===== src/rtl/mcrst_pkg.sv =====
package mcrst_pkg;

  // Strobes from control to datapath
  typedef struct packed {
    logic extHold;   // external source currently holds reset
    logic wdtLoad;   // (re)start the one-machine-cycle watchdog window
  } mcCtl_t;

  // Qualification state of the external request
  typedef enum logic [1:0] {
    ST_RUN  = 2'd0,  // last sample high
    ST_LOW1 = 2'd1,  // one low sample seen
    ST_HOLD = 2'd2   // two or more consecutive low samples
  } extState_e;

endpackage


===== src/rtl/mcrst_datapath.sv =====
module mcrst_datapath
  import mcrst_pkg::*;
#(
  parameter int CYCLE_CLKS  = 12,
  parameter int SYNC_STAGES = 2
) (
  input  logic   clk,
  input  logic   porN,
  input  logic   extRstN,
  input  mcCtl_t ctl,
  output logic   boundary,
  output logic   sampledLow,
  output logic   coreRst,
  output logic   aleOe,
  output logic   psenOe,
  output logic   relStrobe
);

  localparam int PH_W  = (CYCLE_CLKS > 1) ? $clog2(CYCLE_CLKS) : 1;
  localparam int WDT_W = $clog2(CYCLE_CLKS + 1);
  localparam logic [PH_W-1:0]  PH_LAST  = PH_W'(CYCLE_CLKS - 1);
  localparam logic [WDT_W-1:0] WDT_LOAD = WDT_W'(CYCLE_CLKS);

  // Synchronizer chain, initialised to "not requesting"
  logic [SYNC_STAGES-1:0] syncQ;

  genvar g;
  generate
    for (g = 0; g < SYNC_STAGES; g++) begin : gSync
      if (g == 0) begin : gFirst
        always_ff @(posedge clk or negedge porN) begin
          if (!porN) syncQ[0] <= 1'b1;
          else       syncQ[0] <= extRstN;
        end
      end else begin : gNext
        always_ff @(posedge clk or negedge porN) begin
          if (!porN) syncQ[g] <= 1'b1;
          else       syncQ[g] <= syncQ[g-1];
        end
      end
    end
  endgenerate

  assign sampledLow = ~syncQ[SYNC_STAGES-1];

  // Free-running machine-cycle phase, cleared only by power-on init
  logic [PH_W-1:0] phase;

  always_ff @(posedge clk or negedge porN) begin
    if (!porN)                 phase <= '0;
    else if (phase == PH_LAST) phase <= '0;
    else                       phase <= phase + 1'b1;
  end

  assign boundary = (phase == PH_LAST);

  // Watchdog window: one machine cycle of forced reset
  logic [WDT_W-1:0] wdtCnt;

  always_ff @(posedge clk or negedge porN) begin
    if (!porN)              wdtCnt <= '0;
    else if (ctl.wdtLoad)   wdtCnt <= WDT_LOAD;
    else if (wdtCnt != '0)  wdtCnt <= wdtCnt - 1'b1;
  end

  // Output stage
  logic rstNow;
  logic rstPrev;

  assign rstNow = ctl.extHold | (wdtCnt != '0);

  always_ff @(posedge clk or negedge porN) begin
    if (!porN) rstPrev <= 1'b0;
    else       rstPrev <= rstNow;
  end

  assign coreRst   = rstNow;
  assign aleOe     = ~rstNow;
  assign psenOe    = ~rstNow;
  assign relStrobe = rstPrev & ~rstNow;

endmodule


===== src/rtl/mcrst_control.sv =====
module mcrst_control
  import mcrst_pkg::*;
(
  input  logic   clk,
  input  logic   porN,
  input  logic   boundary,
  input  logic   sampledLow,
  input  logic   wdtReq,
  output mcCtl_t ctl
);

  extState_e state, stateNext;

  always_comb begin
    stateNext = state;
    if (boundary) begin
      unique case (state)
        ST_RUN:  stateNext = sampledLow ? ST_LOW1 : ST_RUN;
        ST_LOW1: stateNext = sampledLow ? ST_HOLD : ST_RUN;
        ST_HOLD: stateNext = sampledLow ? ST_HOLD : ST_RUN;
        default: stateNext = ST_RUN;
      endcase
    end
  end

  always_ff @(posedge clk or negedge porN) begin
    if (!porN) state <= ST_RUN;
    else       state <= stateNext;
  end

  always_comb begin
    ctl.extHold = (state == ST_HOLD);
    ctl.wdtLoad = wdtReq;
  end

endmodule


===== src/rtl/mc_reset_seq.sv =====
module mc_reset_seq
  import mcrst_pkg::*;
#(
  parameter int CYCLE_CLKS  = 12,
  parameter int SYNC_STAGES = 2
) (
  input  logic clk,
  input  logic porN,
  input  logic extRstN,
  input  logic wdtReq,
  output logic coreRst,
  output logic aleOe,
  output logic psenOe,
  output logic relStrobe
);

  mcCtl_t ctl;
  logic   boundary;
  logic   sampledLow;

  mcrst_control u_ctl (
    .clk       (clk),
    .porN      (porN),
    .boundary  (boundary),
    .sampledLow(sampledLow),
    .wdtReq    (wdtReq),
    .ctl       (ctl)
  );

  mcrst_datapath #(
    .CYCLE_CLKS (CYCLE_CLKS),
    .SYNC_STAGES(SYNC_STAGES)
  ) u_dp (
    .clk       (clk),
    .porN      (porN),
    .extRstN   (extRstN),
    .ctl       (ctl),
    .boundary  (boundary),
    .sampledLow(sampledLow),
    .coreRst   (coreRst),
    .aleOe     (aleOe),
    .psenOe    (psenOe),
    .relStrobe (relStrobe)
  );

endmodule


===== config.mk =====
export PLATFORM = sky130hd
export DESIGN_NAME = mc_reset_seq
export DESIGN_NICKNAME = d
export VERILOG_FILES = /design/src/rtl/mcrst_pkg.sv /design/src/rtl/mcrst_datapath.sv /design/src/rtl/mcrst_control.sv /design/src/rtl/mc_reset_seq.sv
export SDC_FILE = /design/constraint.sdc
export NUM_CORES = 1
export LEC_CHECK = 0
export CORE_MARGIN = 5
export CORE_UTILIZATION = 35
export CTS_CLUSTER_SIZE = 24
export DETAILED_ROUTE_END_ITERATION = 8
export DONT_BUFFER_PORTS = 1
export PLACE_DENSITY_LB_ADDON = 0.05
export SLEW_MARGIN = 20
export SYNTH_ARGS = -nofsm -noshare
export SYNTH_HDL_FRONTEND = slang
export SYNTH_HIERARCHICAL = 1
export SYNTH_SLANG_ARGS = --single-unit

===== constraint.sdc =====
create_clock -name clk -period 1.5 [get_ports clk]
set_clock_uncertainty 0.1 [all_clocks]
set_input_delay 0.075 -clock clk [delete_from_list [all_inputs] [get_ports clk]]
set_output_delay 0.075 -clock clk [all_outputs]
set_load 0.01 [all_outputs]

; After elaboration in Yosys (flattened, before gate mapping)
; Cells that the tools add are included.
[totals]
in_bits = 4
regBits = 13
elab_cells = 24
[classes]
n_reduce_logical = 4
add_sub_neg = 2
mux = 6
n_eq_ne = 3
bitwise_logic = 3
[op_table]
columns = op, n
row1 = $mux 4, 3
row2 = $add 4x1->4 const B, 1
row3 = $eq 4x4->1 const B, 1
row4 = $pmux 2 s2, 1
row5 = $reduce_bool 4->1, 1
row6 = $sub 4x1->4 const B, 1
row7 = $eq 2x1->1 const B, 1
row8 = $eq 2x2->1 const B, 1
row9 = $logic_not 2->1, 1
row10 = $mux 2, 1
row11 = $reduce_bool 2->1, 1
row12 = $reduce_or 2->1, 1
row13 = $and 1x1->1, 1
row14 = $mux 1, 1
row15 = $not 1->1, 1
row16 = $or 1x1->1, 1

; Logic depth before layout (Yosys ltp)
; Gate-level depths: netlist of the first run.
[depth]
word_depth = 4
depth_mapped = 4

; Hierarchy
; Netlist of the first run, hierarchy kept.
[by_module_without_submodules]
columns = mod, seq_area_each_um2, instances, cells_each, area_each_um2
row1 = mcrst_datapath, 277.8, 1, 45, 538.0
row2 = mcrst_control, 50.0, 1, 12, 126.4

; Worst setup path before layout of the first run
; Ideal clock, no wire load.
[synth_path]
path_kind = flip-flop to flip-flop
startpoint = register u_dp.wdtCnt[0]
endpoint = register u_dp.wdtCnt[0]
setup_slack_ns = 0.083
period_less_slack_ns = 1.417
path_stages_with_launch = 5
setup_time_ns = 0.125
arrival_ns = 1.192
path_buffers = 0
path_cell_list = dfrtp_1 > inv_1 > ha_1 > nor3b_2 > mux2_2
[synth_via]
elab_chain_cells = 3
word_cells_on_any_way = 5
cone_classes = 1 x add/sub / 2 x mux / 2 x reduce/logical
[synth_rtl]
columns = item, line
row1 = from (decl), mcrst_datapath.sv:58  ; logic [WDT_W-1:0] wdtCnt;
row2 = from (signal assigned), mcrst_datapath.sv:63  ; else if (wdtCnt != '0) wdtCnt <= wdtCnt - 1'b1;
row3 = $sub 4x1->4, mcrst_datapath.sv:63
row4 = $mux 4, mcrst_datapath.sv:63
row5 = $mux 4, mcrst_datapath.sv:62  ; else if (ctl.wdtLoad) wdtCnt <= WDT_LOAD;
; Parallel ways exist; a longest one is shown, timed or not. The select of a mux whose other input is x is not followed.
; A chain may end at the register's enable or synchronous reset.

; Worst setup path after layout of the first run
[layout_path]
startpoint = register u_dp.wdtCnt[1]
endpoint = output port coreRst
[layout_via]
elab_chain_cells = 2
[layout_rtl]
columns = item, line
row1 = $reduce_bool 4->1, mcrst_datapath.sv:70  ; assign rstNow = ctl.extHold | (wdtCnt != '0);
row2 = $or 1x1->1, mcrst_datapath.sv:70
row3 = to (decl), mc_reset_seq.sv:11  ; output logic coreRst,
; Every way passes these cells.

==> metrics, run 1 <==
outcome=complete, but fails checks; violated checks=negative setup slack; Slew Limit Fails=0; syn_nets=67; most area-consuming cells after synthesis=dfrtp_1, ha_1, dfstp_2; CP delay by family, top=flip-flops; Slew @ Worst Pin=~0.58 ns; FF+latch count, synth=13; required time of the critical path=between 1 and 1.5 ns; Global Route Usage Sum=approximately 11%; Max Freq=around 0.65 GHz; Fin. Hold Viols=0; Pwr Total=0.7745 mW; worst-skew pair later-pin latency=0.27 ns; CTS tree=yes; Mapped Cells=57; drt wl/cell=around 13 um; crit path capture type=primary output; Hold WS=approximately 0.14 ns; Placer Congestion=0.7553; Die Y-Extent=between 50 and 60 um; RR Endpoint=u_dp/wdtCnt[3]; drt pass-1 iters=4; Synth cell types=21; TNS Setup=-0.08341 ns; core area=1764 sq um; clock sink total=13; critical path class=flop to primary output; largest area contributor in the netlist=dfrtp_1; Critical Path Max Stage Delay=just over 0.4 ns; Vias=approximately 480; max_cap viols=0; logic depth of the worst path, buffers included=5; vias in the first global route=between 400 and 500; Setup WS post-layout=-0.04530 ns; DP Worst Slack=-0.02362 ns; Worst setup endpoint=coreRst; Max FO, Critical Path=3; die area=between 2000 and 3000 sq um; DRC viols=0; H-tree levels=1; initial core utilization=37.66%; proportion of netlist area held by the largest area contributor=approximately two fifths; antenna cells=0; Post-synth EDFFs=0; Worst R2R Setup Slack=roughly 0.040 ns; CTS root buf=clkbuf_4; layout cell share with drive strength beyond 1=36.49%; Ys Warns=6; crit start category=flop; RSZ-0062 raised after global routing=yes; FF+latch area=approximately 330 sq um; Leak Pwr=between 0.3 and 0.4 nW; Max VDD drop=465.0 uV; PD cells=905.0 nW/um^2; first-pass GRT wire length=roughly 2200 um; largest net degree at the start of global routing=14; HP Class=input port to async pin; Multi-input gate area=about 320 sq um; slew margin rel.=61.09%; Reg2Reg Depth=4; GR Overflow Total=0; crit path DAT=about 1.4 ns; CP cell instances=inv_2, ha_4, nor4b_4, inv_1, buf_6; Final Cycle Share=103.0%; drt via density=roughly 4.8; HPWL after DPL=between 900 and 1000 um; Antenna Nets Post-Route=0; Filler cells=170; Avg Inst Size Synth=11.66 sq um; Top FF cell, synth=dfrtp_1; port buffer count=0; Setup crit start=u_dp/wdtCnt[1]; endpoints failing setup=4; routed wire length=roughly 1300 um; Die X=53.57 um; Buf/Inv on CP=3; area delta synth->final=28.81%; cell area after synthesis=approximately 660 sq um; Ports=8; fin crit period=~1.5 ns; most numerous cell in the Yosys netlist=dfrtp_1; most frequent cells after synthesis=dfrtp_1, ha_1, inv_1; clk slew on worst S/H paths=0.08 ns; Slowest-stage cell, CP=dfrtp_1; TritonCTS Buffers=3; cell row count=15; reg-to-reg critical path startpoint=u_dp/wdtCnt[0]; Final #Nets=between 80 and 90; Seq/Total Area, Yosys=49.34%; clock buffer depth=2; initial antenna violation count=0; drt first-iter violations=13; fraction of registers with async set/reset=100.0%
-- where the power goes --
part | switching [mW] | internal, mW | total (mW)
combinational | 0.0685 | 0.0955 | 0.164
sequential | 0.0259 | 0.374 | 0.400
clock | 0.108 | 0.103 | 0.210
total | 0.202 | 0.572 | 0.775
-- layer usage --
layer	part of all wire, %	track usage (%)	vias up
li1	-	-	227
met3	3.2	3.324	4
met4	2.2	6.809	0
met2	54	20.00	11
met5	0	0	-
met1	40	11.03	235
-- state kept, by name (all words and copies together) (netlist names) --
name          count
u_ctl/state       2
u_dp/phase        4
u_dp/syncQ        2
u_dp/rstPrev      1
u_dp/wdtCnt       4
-- what timing repair did --
item | 4_1_cts | 5_1_grt
hold buffers | 3 | 0
endpoints found under the hold margin | 18 | 0
pin swaps | 1 | 2
buffers inserted | 4 | 5
gates resized for setup | 7 | 1
endpoints found under the setup margin | 6 | 6
-- layout by cell type, fill, tap and decap left out, drive strengths merged --
master and count:
a211o 2, dfstp 2, ha 6, o21ai 2, nor4b 1, dlygate4sd3 3, nand3 1, o31a 1
nand4b 2, buf 12, nor2 5, mux2 3, nor3b 1, and2 2, o221ai 1, nand2b 2
nor2b 4, and3b 1, nor3 1, nand2 1, dfrtp 11, clkbuf 4, inv 6
-- worst reg2reg max path, cell delays in order, from the launching register on --
cell and delay (ns):
dfrtp_1 0.41, buf_4 0.14, buf_4 0.14, o31a_1 0.29, a211o_1 0.28
-- metrics by stage --
| stage | std cells | util, % | instance area, sq um |
|---|---|---|---|
| floorplan | 57 | - | 664.4 |
| global placement | 83 | 39.86 | 703.2 |
| detailed placement | 83 | 39.86 | 703.2 |
| CTS | 94 | 46.38 | 818.3 |
| global route | 99 | 48.51 | 855.8 |
| finish | 99 | 48.51 | 855.8 |
-- final cells by class --
cell class / instances / share of cell area [%]
Timing Repair Buffer: 15 / 14.47
Multi-Input combinational cell: 36 / 37.87
Sequential cell: 13 / 38.30
Inverter: 6 / 2.632
Clock buffer: 4 / 3.070
Tap cell: 25 / 3.655
-- worst min path at each step --
stage                     start        endpoint  slack [ns]  depth (start not counted)
after floorplan            porN  u_ctl/state[0]       -0.32                          0
after global placement     porN    u_dp/rstPrev       -0.32                          0
after detailed placement   porN    u_dp/rstPrev       -0.32                          0
after CTS                  porN    u_dp/rstPrev        0.16                          1
after global routing       porN    u_dp/rstPrev        0.18                          1
final                      porN    u_dp/rstPrev        0.14                          1
-- kinds of logic (layout without fill, tap and decap cells) --
kind of cell | after synthesis | count (layout) | share of synthesized area, %
and+or+nand+nor | 21 | 21 | 21.84
adders and majority gates | 6 | 6 | 11.30
AOI/OAI and AO/OA | 6 | 6 | 6.781
buffers and inverters | 8 | 25 | 5.649
DFF | 13 | 13 | 49.34
muxes | 3 | 3 | 5.084
Power figures use the tool's default switching activity.
==> inputs of run 2 (changes only) <==
CTS_BUF_LIST = sky130_fd_sc_hd__clkbuf_8   (was not set)
==> metrics, run 2 (same netlist as run 1, synthesis figures left out) <==
drt pass-1 iters=3 (-1); initial core utilization=37.66% (unchanged); HPWL after DPL=926.2 um (unchanged); Slew Limit Fails=0 (unchanged); die area=2870 sq um (unchanged); biggest regs=u_dp/phase (4), u_dp/wdtCnt (4); Buf/Inv on CP=3 (unchanged); slew margin rel.=60.97% (-0.13 points); vias in the first global route=494 (+0.41%); clk slew on worst S/H paths=0.06 ns (-0.02 ns); Max FO, Critical Path=3 (unchanged); max_cap viols=0 (unchanged); dpl cell area=703.2 sq um (unchanged); Die Y-Extent=53.57 um (unchanged); commonest non-fill, non-tap cells in the layout=dfrtp_1, buf_4, nor2_1; PD cells=996.3 nW/um^2 (+10%); Setup WS post-layout=-0.001446 ns (+0.04385 ns); crit start category=flop; Die X=53.57 um (unchanged); HP Class=input port to flop; routed wire length=1346 um (+1.6%); CP delay by family, top=flip-flops; Max Freq=0.6660 GHz (+2.9%); Final #Nets=84 (-1.2%); post-route cell area=867.1 sq um (+1.3%); largest net degree at the start of global routing=14 (unchanged); clock share of power=34.6% (+7.4 points); first-pass GRT wire length=2187 um (+0.64%); violated checks=negative setup slack; most common cell after layout, fill and taps aside=dfrtp_1; CTS root buf=clkbuf_8; initial antenna violation count=0 (unchanged); fin crit period=1.501 ns (-0.04385 ns); port buffer count=0 (unchanged); RSZ-0062 raised after global routing=yes; Psw=0.2129 mW (+5.3%); combinational share of power=19.1% (-2.1 points); DP Worst Slack=-0.02362 ns (unchanged); antenna cells=0 (unchanged); cell row count=15 (unchanged); layout cell share with drive strength beyond 1=35.62% (-0.87 points); CP cell instances=inv_2, ha_4, nor4b_4, inv_1, buf_6; clock buffer depth=2 (unchanged); Antenna Nets Post-Route=0 (unchanged); critical path class=flop to primary output; worst-skew pair later-pin latency=0.24 ns (-0.03 ns); final core utilization=49.15% (+0.64 points); Vias=482 (+1.0%); Slew @ Worst Pin=0.5836 ns (+0.001883 ns); sequential share of power=46.3% (-5.4 points); H-tree levels=1 (unchanged); DRC viols=0 (unchanged); drt first-iter violations=1 (-12); area delta synth->final=30.51%; drt via density=4.918 (+2.1%); Sw Ratio=24.65% (-1.4 points); Max VDD drop=560.7 uV (+21%); Leak Pwr=0.3829 nW (+1.8%); Global Route Usage Sum=11.09% (unchanged); TNS Setup=-0.001446 ns (+0.08197 ns); Slowest-stage cell, CP=dfrtp_1; internal power=0.6510 mW (+14%); Fin. Hold Viols=0 (unchanged); CTS tree=yes; endpoints failing setup=1 (-3); outcome=complete, but fails checks; clock sink total=13 (unchanged); GR Overflow Total=0 (unchanged); Pwr Total=0.8639 mW (+12%); TritonCTS Buffers=3 (unchanged); Placer Congestion=0.7553 (unchanged); required time of the critical path=1.32 ns (about the same); Critical Path Max Stage Delay=0.39 ns (-0.02 ns); drt wl/cell=13.73 um (+2.6%); crit path capture type=primary output; core area=1764 sq um (unchanged); crit path DAT=1.33 ns (-0.04 ns); Final Cycle Share=100.1% (-2.9 points); Ports=8 (unchanged)
run 2: power groups by stage:
stage | Clock [mW] | Sequential (mW) | Combinational [mW]
4_1_cts | 0.306 | 0.399 | 0.141
3_5_place_dp | 0 | 0.405 | 0.0935
3_3_place_gp | 0 | 0.403 | 0.0831
6_report | 0.298 | 0.400 | 0.165
5_1_grt | 0.319 | 0.404 | 0.182
2_1_floorplan | 0 | 0.402 | 0.0743
run 2: per-layer routing:
layer | up-vias | global-route usage, % | part of all wire (%)
li1 | 227 | - | -
met1 | 239 | 11.03 | 39
met2 | 10 | 19.80 | 53
met3 | 6 | 2.770 | 4.4
met4 | 0 | 8.085 | 3.3
met5 | - | 0 | 0
run 2: final timing paths:
path,cells after the start,start,slack [ns],to
max,5,u_dp/wdtCnt[1],-0.001,coreRst
min,2,wdtReq,0.0007,u_dp/wdtCnt[0]
max reg2reg,4,u_dp/wdtCnt[1],0.04,u_dp/wdtCnt[3]
min reg2reg,0,u_dp/syncQ[0],0.25,u_dp/syncQ[1]
max in group asynchronous,1,porN,0.74,u_ctl/state[0]
min in group asynchronous,1,porN,0.18,u_dp/wdtCnt[2]
run 2: final cells by class:
type / instances / area, sq um
fillers: 164 / 897.1
multi-input cells: 36 / 324.1
clock inverters: 1 / 3.754
flip-flops and latches: 13 / 327.8
well taps: 25 / 31.28
repair buffers: 14 / 116.4
clock buffers: 3 / 41.29
inverters: 6 / 22.52
run 2: repair_timing:
| item | 4_1_cts | 5_1_grt |
|---|---|---|
| pin swaps | 1 | 2 |
| hold endpoints to repair | 17 | 0 |
| buffers inserted | 4 | 4 |
| setup endpoints to repair | 6 | 6 |
| resized for setup | 7 | 1 |
| hold buffers | 3 | 0 |
| cloned | 0 | 0 |
run 2: stage by stage:
step                instances  hold slack (ns)
finish                     98        0.0007430
global route               98          0.01103
floorplan                  57          -0.3206
global placement           83          -0.3202
detailed placement         83          -0.3201
CTS                        94         0.003102
==> inputs of run 3 (changes only) <==
CORE_MARGIN = 2   (was 5)
==> metrics, run 3 (same netlist as run 1, synthesis figures left out) <==
dpl cells=83 (unchanged); slew margin rel.=59.33% (-1.6 points); Hold WS=0.01543 ns (+0.01469 ns); DP Worst Slack=0.05901 ns (+0.08263 ns); Die X=47.57 um (-11%); dpl cell area=703.2 sq um (unchanged); HP Class=input port to flop; port buffer count=0 (unchanged); TNS Setup=0 ns (+0.001446 ns); Slew @ Worst Pin=0.6081 ns (+0.02451 ns); cell row count=15 (unchanged); Ports=8 (unchanged); max_cap viols=0 (unchanged); Final #Nets=83 (-1.2%); Fin. Hold Viols=0 (unchanged); drt via density=4.814 (-2.1%); initial antenna violation count=0 (unchanged); worst-skew pair later-pin latency=0.24 ns (about the same); Setup WS post-layout=0.02017 ns (+0.02162 ns); HPWL after DPL=927.4 um (+0.13%); drt first-iter violations=11 (+10); clock sink total=13 (unchanged); Antenna Nets Post-Route=0 (unchanged); clock buffer depth=2 (unchanged); commonest non-fill, non-tap cells in the layout=dfrtp_1, buf_4, nor2_1; area delta synth->final=29.19%; CTS tree=yes; Max Freq=0.6758 GHz (+1.5%); final core utilization=48.65% (-0.50 points); PD cells=1013 nW/um^2 (+1.7%); Slew Limit Fails=0 (unchanged); Max VDD drop=392.9 uV (-30%); required time of the critical path=1.32 ns (about the same); GR Overflow Total=0 (unchanged); Pwr Total=0.8693 mW (+0.63%); antenna cells=0 (unchanged); crit start category=flop; Filler cells=163 (-0.61%); drt wl/cell=13.62 um (-0.85%); clk slew on worst S/H paths=0.05 ns (about the same); first-pass GRT wire length=2139 um (-2.2%); outcome=finished, final reports clean; Max FO, Critical Path=4 (+1); most common cell after layout, fill and taps aside=dfrtp_1; largest net degree at the start of global routing=14 (unchanged); RSZ-0062 raised after global routing=yes; initial core utilization=37.66% (unchanged); Vias=467 (-3.1%); crit path DAT=1.30 ns (-0.03 ns); die area=2263 sq um (-21%); TritonCTS Buffers=3 (unchanged); Global Route Usage Sum=15.01% (+3.9 points); layout cell share with drive strength beyond 1=36.11% (+0.49 points); crit path capture type=primary output; routed wire length=1321 um (-1.9%); Leak Pwr=0.3784 nW (-1.2%); CTS root buf=clkbuf_8; Placer Congestion=0.7332 (-2.9%); DRC viols=0 (unchanged); H-tree levels=1 (unchanged); fin crit period=1.480 ns (-0.02162 ns); biggest regs=u_dp/phase (4), u_dp/wdtCnt (4); Die Y-Extent=47.57 um (-11%); critical path class=flop to primary output; post-route cell area=858.3 sq um (-1.0%); core area=1764 sq um (unchanged); endpoints failing setup=0 (-1); Final Cycle Share=98.66% (-1.4 points); drt pass-1 iters=3 (unchanged); Non-Filler Instances=97 (-1.0%); vias in the first global route=522 (+5.7%)
[run 3: cell count changes in the layout (fill, tap and decap cells not counted)]
cell | previous run | this run
and2_1 | 2 | 1
and2_4 | 0 | 1
buf_6 | 1 | 0
[run 3: cell type report]
cell class	count	area (sq um)	share of cell area, %
sequential	13	327.8	38.19
multi-input combinational	36	326.6	38.05
tap	25	31.28	3.644
inverter	6	22.52	2.624
timing repair buffer	13	105.1	12.24
clock inverter	1	3.754	0.4373
clock buffer	3	41.29	4.810
[run 3: repair_timing]
action                     4_1_cts  5_1_grt
hold buffers                     3        0
gates resized for setup          8        0
cloned                           0        0
hold endpoints to repair        18        0
setup endpoints to repair        4        4
buffers inserted                 6        2
pin swaps                        4        2
[run 3: worst paths after layout]
path | from | end | slack, ns | cells past startpoint
max | u_dp/wdtCnt[0] | relStrobe | 0.02 | 4
min | wdtReq | u_dp/wdtCnt[1] | 0.02 | 2
max reg2reg | u_dp/wdtCnt[1] | u_dp/wdtCnt[3] | 0.09 | 4
min reg2reg | u_dp/syncQ[0] | u_dp/syncQ[1] | 0.26 | 0
max in group asynchronous | porN | u_ctl/state[1] | 0.72 | 1
min in group asynchronous | porN | u_dp/rstPrev | 0.18 | 1
[run 3: critical path: stages (launching register included)]
cell     delay (ns)
dfrtp_1        0.39
inv_2          0.09
ha_4           0.14
nor4b_4        0.24
and2_4         0.20
[run 3: metal layers]
layer / routed length (um) / track usage, % / up-vias
li1: - / - / 223
met1: 510 / 13.85 / 231
met2: 744 / 26.76 / 9
met3: 42 / 4.528 / 4
met4: 25 / 12.43 / 0
met5: 0 / 0 / -
[run 3: power by group]
part           total, mW  switching (mW)  internal, mW  leakage [nW]
logic              0.163          0.0683        0.0947         0.199
clock network      0.306           0.125         0.181        0.0269
registers          0.400          0.0247         0.375         0.153
total              0.869           0.219         0.651         0.378
